--- src/rtl/pirq_pkg.sv ---
package pirq_pkg;
  localparam int DW        = 32;
  localparam int AW        = 6;
  localparam int NIRQ      = 32;
  localparam int NSGI      = 16;
  localparam int NPPI      = NIRQ - NSGI;
  localparam int PRIO_W    = 8;
  localparam int PPW       = DW / PRIO_W;
  localparam int PWORDS    = NIRQ / PPW;
  localparam int PSEL_W    = $clog2(PWORDS);
  localparam int TRIG_W    = 2;

  localparam logic [AW-1:0] IX_WAKE   = 6'd0;
  localparam logic [AW-1:0] IX_GRP    = 6'd1;
  localparam logic [AW-1:0] IX_EN_S   = 6'd2;
  localparam logic [AW-1:0] IX_EN_C   = 6'd3;
  localparam logic [AW-1:0] IX_PD_S   = 6'd4;
  localparam logic [AW-1:0] IX_PD_C   = 6'd5;
  localparam logic [AW-1:0] IX_AC_S   = 6'd6;
  localparam logic [AW-1:0] IX_AC_C   = 6'd7;
  localparam logic [AW-1:0] IX_TRG_LO = 6'd8;
  localparam logic [AW-1:0] IX_TRG_HI = 6'd9;
  localparam logic [AW-1:0] IX_GMOD   = 6'd10;
  localparam logic [AW-1:0] IX_NSAC   = 6'd11;
  localparam logic [AW-1:0] IX_PRIO   = 6'd16;

  typedef struct packed {
    logic valid;
    logic wake;
    logic grp;
    logic en_s;
    logic en_c;
    logic pd_s;
    logic pd_c;
    logic ac_s;
    logic ac_c;
    logic trg_lo;
    logic trg_hi;
    logic gmod;
    logic nsac;
    logic prio;
  } sel_t;
endpackage

--- src/rtl/pirq_decode.sv ---
module pirq_decode
  import pirq_pkg::*;
(
  input  logic [AW-1:0] addr,
  output sel_t          sel
);
  always_comb begin
    sel        = '0;
    sel.wake   = (addr == IX_WAKE);
    sel.grp    = (addr == IX_GRP);
    sel.en_s   = (addr == IX_EN_S);
    sel.en_c   = (addr == IX_EN_C);
    sel.pd_s   = (addr == IX_PD_S);
    sel.pd_c   = (addr == IX_PD_C);
    sel.ac_s   = (addr == IX_AC_S);
    sel.ac_c   = (addr == IX_AC_C);
    sel.trg_lo = (addr == IX_TRG_LO);
    sel.trg_hi = (addr == IX_TRG_HI);
    sel.gmod   = (addr == IX_GMOD);
    sel.nsac   = (addr == IX_NSAC);
    sel.prio   = (addr >= IX_PRIO) && (addr < IX_PRIO + AW'(PWORDS));
    sel.valid  = sel.wake | sel.grp | sel.en_s | sel.en_c | sel.pd_s | sel.pd_c |
                 sel.ac_s | sel.ac_c | sel.trg_lo | sel.trg_hi | sel.gmod |
                 sel.nsac | sel.prio;
  end
endmodule

--- src/rtl/pirq_flag_bank.sv ---
module pirq_flag_bank #(
  parameter int W = 32
) (
  input  logic         clk,
  input  logic         rst_n,
  input  logic         set_we,
  input  logic         clr_we,
  input  logic [W-1:0] wmask,
  input  logic [W-1:0] hw_set,
  output logic [W-1:0] q
);
  logic [W-1:0] set_m, clr_m;
  assign set_m = set_we ? wmask : '0;
  assign clr_m = clr_we ? wmask : '0;

  always_ff @(posedge clk or negedge rst_n) begin
    if (!rst_n) q <= '0;
    else        q <= (q | set_m | hw_set) & ~clr_m;
  end

  // a clear wins over every set source
  a_r2_clear_wins: assert property (@(posedge clk) disable iff (!rst_n)
    clr_we |=> ((q & $past(wmask)) == '0));
  // set bits land, untouched bits hold
  a_r2_set_lands: assert property (@(posedge clk) disable iff (!rst_n)
    (set_we && !clr_we) |=> ((q & $past(wmask)) == $past(wmask)));
  a_r2_zero_no_effect: assert property (@(posedge clk) disable iff (!rst_n)
    (!clr_we) |=> ((q & $past(q)) == $past(q)));
endmodule

--- src/rtl/pirq_prio_bank.sv ---
module pirq_prio_bank
  import pirq_pkg::*;
(
  input  logic              clk,
  input  logic              rst_n,
  input  logic              we,
  input  logic              secure,
  input  logic [PSEL_W-1:0] word_sel,
  input  logic [DW-1:0]     wdata,
  output logic [DW-1:0]     rdata
);
  logic [NIRQ*PRIO_W-1:0] prio_flat;

  for (genvar g = 0; g < NIRQ; g++) begin : g_id
    localparam int WI = g / PPW;
    localparam int BI = g % PPW;
    logic [PRIO_W-1:0] wb, pq;
    assign wb = wdata[BI*PRIO_W +: PRIO_W];
    always_ff @(posedge clk or negedge rst_n) begin
      if (!rst_n) pq <= '0;
      else if (we && word_sel == PSEL_W'(WI))
        pq <= secure ? wb : ({1'b1, {(PRIO_W-1){1'b0}}} | (wb >> 1));
    end
    assign prio_flat[g*PRIO_W +: PRIO_W] = pq;

    // a non-secure write always leaves the top priority bit set
    a_r5_ns_top_bit: assert property (@(posedge clk) disable iff (!rst_n)
      (we && !secure && word_sel == PSEL_W'(WI)) |=> pq[PRIO_W-1]);
  end

  always_comb begin
    rdata = '0;
    for (int b = 0; b < PPW; b++) begin
      logic [PRIO_W-1:0] p;
      p = prio_flat[(int'(word_sel) * PPW + b) * PRIO_W +: PRIO_W];
      rdata[b*PRIO_W +: PRIO_W] = secure ? p : {p[PRIO_W-2:0], 1'b0};
    end
  end
endmodule

--- src/rtl/pirq_bank.sv ---
module pirq_bank
  import pirq_pkg::*;
(
  input  logic            clk,
  input  logic            rst_n,
  input  logic            req_valid,
  output logic            req_ready,
  input  logic            req_write,
  input  logic            req_secure,
  input  logic [AW-1:0]   req_addr,
  input  logic [DW-1:0]   req_wdata,
  output logic            rsp_valid,
  input  logic            rsp_ready,
  output logic [DW-1:0]   rsp_rdata,
  output logic            rsp_err,
  input  logic [NPPI-1:0] ppi_pulse,
  output logic            core_sleep
);
  sel_t sel;
  logic acc, wr;
  logic [NIRQ-1:0] en_q, pd_q, ac_q, grp_q, gmod_q, nsac_q;
  logic [NIRQ*TRIG_W-1:0] trig_q;
  logic sleep_q;
  logic [DW-1:0] prio_rd, rd_mux;

  assign req_ready  = !rsp_valid || rsp_ready;
  assign acc        = req_valid && req_ready;
  assign wr         = acc && req_write;
  assign core_sleep = sleep_q;

  pirq_decode u_dec (.addr(req_addr), .sel(sel));

  pirq_flag_bank #(.W(NIRQ)) u_en (
    .clk(clk), .rst_n(rst_n), .set_we(wr && sel.en_s), .clr_we(wr && sel.en_c),
    .wmask(req_wdata), .hw_set('0), .q(en_q));
  pirq_flag_bank #(.W(NIRQ)) u_pd (
    .clk(clk), .rst_n(rst_n), .set_we(wr && sel.pd_s), .clr_we(wr && sel.pd_c),
    .wmask(req_wdata), .hw_set({ppi_pulse, {NSGI{1'b0}}}), .q(pd_q));
  pirq_flag_bank #(.W(NIRQ)) u_ac (
    .clk(clk), .rst_n(rst_n), .set_we(wr && sel.ac_s), .clr_we(wr && sel.ac_c),
    .wmask(req_wdata), .hw_set('0), .q(ac_q));

  pirq_prio_bank u_prio (
    .clk(clk), .rst_n(rst_n), .we(wr && sel.prio), .secure(req_secure),
    .word_sel(req_addr[PSEL_W-1:0]), .wdata(req_wdata), .rdata(prio_rd));

  always_ff @(posedge clk or negedge rst_n) begin
    if (!rst_n) begin
      grp_q   <= '0;
      gmod_q  <= '0;
      nsac_q  <= '0;
      trig_q  <= '0;
      sleep_q <= 1'b1;
    end else if (wr) begin
      if (sel.grp)                 grp_q  <= req_wdata;
      if (sel.gmod && req_secure)  gmod_q <= req_wdata;
      if (sel.nsac && req_secure)  nsac_q <= req_wdata;
      if (sel.trg_lo)              trig_q[DW-1:0]  <= req_wdata;
      if (sel.trg_hi)              trig_q[2*DW-1:DW] <= req_wdata;
      if (sel.wake)                sleep_q <= req_wdata[0];
    end
  end

  always_comb begin
    rd_mux = '0;
    unique case (1'b1)
      sel.wake:            rd_mux = {{(DW-1){1'b0}}, sleep_q};
      sel.grp:             rd_mux = grp_q;
      sel.en_s, sel.en_c:  rd_mux = en_q;
      sel.pd_s, sel.pd_c:  rd_mux = pd_q;
      sel.ac_s, sel.ac_c:  rd_mux = ac_q;
      sel.trg_lo:          rd_mux = trig_q[DW-1:0];
      sel.trg_hi:          rd_mux = trig_q[2*DW-1:DW];
      sel.gmod:            rd_mux = req_secure ? gmod_q : '0;
      sel.nsac:            rd_mux = req_secure ? nsac_q : '0;
      sel.prio:            rd_mux = prio_rd;
      default:             rd_mux = '0;
    endcase
  end

  always_ff @(posedge clk or negedge rst_n) begin
    if (!rst_n) begin
      rsp_valid <= 1'b0;
      rsp_rdata <= '0;
      rsp_err   <= 1'b0;
    end else if (acc) begin
      rsp_valid <= 1'b1;
      rsp_rdata <= req_write ? '0 : rd_mux;
      rsp_err   <= !sel.valid;
    end else if (rsp_ready) begin
      rsp_valid <= 1'b0;
    end
  end

  // a stalled response holds its contents
  a_r12_rsp_hold: assert property (@(posedge clk) disable iff (!rst_n)
    (rsp_valid && !rsp_ready) |=> (rsp_valid && $stable(rsp_rdata) && $stable(rsp_err)));
  // every accepted request yields a response next cycle
  a_r12_rsp_follows: assert property (@(posedge clk) disable iff (!rst_n)
    acc |=> rsp_valid);
  // an invalid index is flagged and leaves the core state alone
  a_r10_bad_index: assert property (@(posedge clk) disable iff (!rst_n)
    (acc && !sel.valid) |=> (rsp_err && rsp_rdata == '0 && $stable(sleep_q) && $stable(grp_q)));
  // non-secure writes do not reach the secure-only words
  a_r8_ns_write_blocked: assert property (@(posedge clk) disable iff (!rst_n)
    (wr && !req_secure && (sel.gmod || sel.nsac)) |=> ($stable(gmod_q) && $stable(nsac_q)));
  // a peripheral pulse without a matching clear marks the ID pending
  a_r11_pulse_pends: assert property (@(posedge clk) disable iff (!rst_n)
    (ppi_pulse[0] && !(wr && sel.pd_c && req_wdata[NSGI])) |=> pd_q[NSGI]);
endmodule

--- config.mk ---
export PLATFORM = sky130hd
export DESIGN_NAME = pirq_bank
export DESIGN_NICKNAME = d
export VERILOG_FILES = /design/src/rtl/pirq_pkg.sv /design/src/rtl/pirq_decode.sv /design/src/rtl/pirq_flag_bank.sv /design/src/rtl/pirq_prio_bank.sv /design/src/rtl/pirq_bank.sv
export SDC_FILE = /design/constraint.sdc
export NUM_CORES = 1
export LEC_CHECK = 0
export BUFFER_PORTS_ARGS = -buffer_cell sky130_fd_sc_hd__buf_2
export CORE_ASPECT_RATIO = 2
export CORE_UTILIZATION = 50
export CTS_BUF_LIST = sky130_fd_sc_hd__clkbuf_8 sky130_fd_sc_hd__clkbuf_16
export CTS_CLUSTER_SIZE = 28
export DETAILED_ROUTE_END_ITERATION = 8
export PLACE_DENSITY_LB_ADDON = 0.15
export REMOVE_ABC_BUFFERS = 1
export SLEW_MARGIN = 20
export SYNTH_ARGS = -nofsm -noshare
export SYNTH_HDL_FRONTEND = slang
export SYNTH_SLANG_ARGS = --single-unit
--- constraint.sdc ---
create_clock -name clk -period 1.83 [get_ports clk]
set_input_delay 0.183 -clock clk [delete_from_list [all_inputs] [get_ports clk]]
set_output_delay 0.183 -clock clk [all_outputs]
set_load 0.03 [all_outputs]
==> qor.csv <==
metric,value,unit
grt_antenna_before_repair,0,
max-slew-margin-rel,56.6,%
synthFlopType,dfrtp_1,
fp.dieH,316,um
grt_pass1_vias,19800,
cp_common_cell,buf_6,
synth_edf_count,0,
crit_chain,"nor2b_4, inv_2, buf_6, nand4_1, buf_6, buf_6, nor2_4, buf_4, clkbuf_16, a21oi_1",
worstSetupStartpoint,rsp_valid,
cts.sinks,547,
dp_slack,-0.545,ns
start_kind,flop,
critPathSlowestCell,dfrtp_1,
dieArea,0.0501,sq mm
nets,2569,
finalMaxSlewViolations,0,
drc,0,
timing.rr.start,rsp_valid,
slowest_delay,0.38,ns
routedWlPerCell,26.8,um
reg2reg_to,u_ac.q[4],
overflow,0,
setup_viol,1,
placementRows,114,
whs,0.0329,ns
worstHoldPathType,primary input to flop,
async_reset_ff_share,100,%
rsz0062_at_grt,true,
gp_congestion,0.910,
grt_pass1_wl,120000,um
r2r_slack,-0.0007,ns
worstPathRequired,2.28,ns
grt_usage,31.8,%
p_total,0.0269,W
cts_buffers,48,
io_buffers,95,
tightestPinTransition,0.651,ns
critPathCapture,u_ac.q[4],
ys_seq_area_share,55.7,%
path_buf_inv,6,
min_period_over_period,100,%
crit_cells,10,
design.portCount,96,
synth-seq-cells,547,
crit_family,buffers and inverters,
syn_area,0.0246,sq mm
min_period,1.83,ns
crit_fanout,7,
drt_iter0_markers,2044,
start_util,50.8,%
synth_cell_types,62,
first_pass_iters,9,
detail-route-antenna-nets,0,
core,0.0484,sq mm
grt_max_degree,77,
vdd_drop_max,0.744,mV
cts_tree,done,
maxCapViolations,0,
syn2layout_area_growth,25.2,%
max_freq,546,MHz
cts_root_buf,clkbuf_16,
diodes,0,
fp.dieW,159,um
clock-skew-final,0.0245,ns
cellPowerDensity,875,mW/mm^2
dp_hpwl,52600,um
reg2regPathDepth,10,
cp.arrival,2.28,ns
synthCells,2200,
clkSlewWorstSetupHoldPaths,0.07,ns
status,finished with violations,
vias_per_cell,6.30,
vias,20100,
cts_buffer_depth,3,
failed_checks,setup timing,
yosysWarnings,0,
routed_wl,85300,um
insertion_delay,0.60,ns
whs_path_depth,2,
ctsHtreeMaxLevel,2,
crit_type,flop to flop,
cp-end-kind,flop,
leakagePower,14.3,nW
drive_above_1_share,31.8,%
finalHoldViolations,0,
synth_area_per_cell,11.2,sq um
worst_slack,-0.000710,ns
[sequential cells by signal, indices dropped and copies added (netlist names)]
| signal | flops |
|---|---|
| grp_q | 32 |
| rsp_valid | 1 |
| u_prio.g_id.pq | 256 |
| gmod_q | 32 |
| rsp_rdata | 32 |
| u_pd.q | 32 |
| u_ac.q | 32 |
| rsp_err | 1 |
| core_sleep | 1 |
| nsac_q | 32 |
| u_en.q | 32 |
| trig_q | 64 |
[cells in the mapped netlist (2+ instances only)]
cell | number | area [sq um]
o22ai_1 | 13 | 81.3
and2_0 | 3 | 18.8
inv_1 | 2 | 7.51
a211oi_1 | 23 | 173
a211o_1 | 2 | 17.5
nor2_1 | 244 | 916
buf_1 | 8 | 30.0
a41oi_1 | 4 | 35.0
a222oi_1 | 36 | 360
clkbuf_1 | 91 | 342
mux2_2 | 190 | 2140
a32oi_1 | 4 | 35.0
o21ai_0 | 47 | 235
nand4_1 | 9 | 56.3
nor3_1 | 11 | 55.1
and3_1 | 21 | 131
o2111ai_1 | 3 | 26.3
mux4_2 | 30 | 676
a21oi_1 | 435 | 2180
nor4b_1 | 2 | 17.5
buf_4 | 12 | 90.1
or3_1 | 2 | 12.5
nand3_1 | 17 | 85.1
a2bb2oi_1 | 5 | 43.8
or2_2 | 3 | 18.8
nor2b_1 | 12 | 75.1
a22o_1 | 8 | 70.1
a221oi_1 | 10 | 87.6
buf_2 | 88 | 440
a221o_1 | 7 | 70.1
a31oi_1 | 16 | 100
and2_1 | 7 | 43.8
o2bb2ai_1 | 13 | 114
a22oi_1 | 35 | 263
mux2i_1 | 86 | 861
inv_2 | 2 | 7.51
mux2_1 | 16 | 180
nor3_4 | 6 | 97.6
nand2b_1 | 11 | 68.8
nand2_1 | 94 | 353
a2111oi_0 | 3 | 26.3
dfrtp_1 | 546 | 13700
o221ai_1 | 4 | 35.0
[power by group]
group / switching (W) / leakage, nW / internal (W)
registers: 0.000520 / 7.38 / 0.0130
clock network: 0.00471 / 0.794 / 0.00543
logic: 0.00181 / 6.15 / 0.00145
total: 0.00704 / 14.3 / 0.0199
[cells in the final DEF, fill, tap and decap left out, types with 7 or more instances in the layout]
master / count
nor3_1: 9
nor3_4: 7
a31oi_1: 16
buf_12: 54
nor2_4: 10
nand4_1: 9
a22o_1: 8
mux4_2: 30
nand2_1: 93
dlygate4sd3_1: 46
buf_6: 20
clkbuf_16: 65
mux2i_1: 86
clkinv_2: 9
buf_4: 226
nand3_1: 17
o21ai_0: 45
nand2b_1: 11
o22ai_1: 13
clkbuf_8: 8
mux2_1: 16
nor2_1: 205
o2bb2ai_1: 13
a21oi_2: 25
a222oi_1: 36
a22oi_1: 35
a211oi_1: 20
buf_2: 91
dfrtp_1: 546
mux2_2: 190
nor2b_1: 10
a21oi_1: 410
and3_1: 20
inv_1: 13
nor2_2: 30
a221o_1: 7
[kinds of logic after synthesis]
kind of cell           after synthesis  share of synthesized area (%)
and+or+nand+nor                    454                           8.57
buffers and inverters              203                           3.73
muxes                              322                           15.7
DFF                                547                           55.7
AOI/OAI and AO/OA                  674                           16.3
[worst min path at each step]
stage / from / endpoint
floorplan: rst_n / gmod_q[0]
global placement: rst_n / u_prio.g_id[20].pq[3]
detailed placement: rst_n / u_prio.g_id[20].pq[3]
CTS: req_wdata[13] / u_pd.q[13]
global route: req_wdata[28] / u_pd.q[28]
finish: req_wdata[31] / u_en.q[31]
[per-stage QoR]
stage	instance area (sq um)	setup TNS, ns	utilization, %	std cells
2_1_floorplan	23700	-517.12	-	2001
4_1_cts	29900	-0.177	61.9	3151
3_5_place_dp	27700	-79.37	57.3	3009
3_3_place_gp	27700	-69.22	57.3	3009
6_report	30800	-0.000710	63.6	3183
5_1_grt	30800	-6.35	63.6	3183
[layer usage]
metal | share of wire [%] | wire length (um) | global-route usage [%]
met1 | 37 | 31300 | 38.7
met2 | 51 | 43700 | 56.4
met3 | 6.7 | 5700 | 3.80
met4 | 5.3 | 4560 | 15.0
met5 | 0 | 0 | 0
[layout make-up]
cell class / count / area [sq um]
sequential: 547 / 13700
fill: 3738 / 17600
clock buffer: 58 / 1360
clock inverter: 28 / 179
tap: 638 / 798
timing repair buffer: 458 / 4430
inverter: 4 / 15.0
multi-input combinational: 1450 / 10300
[timing repair]
action | 4_1_cts | 5_1_grt
resized for setup | 12 | 112
hold buffers | 46 | 0
cloned | 4 | 19
setup endpoints to repair | 213 | 239
setup buffers | 6 | 15
endpoints found under the hold margin | 497 | 0
pin swaps | 5 | 4
(Power assumes the default switching activity.)
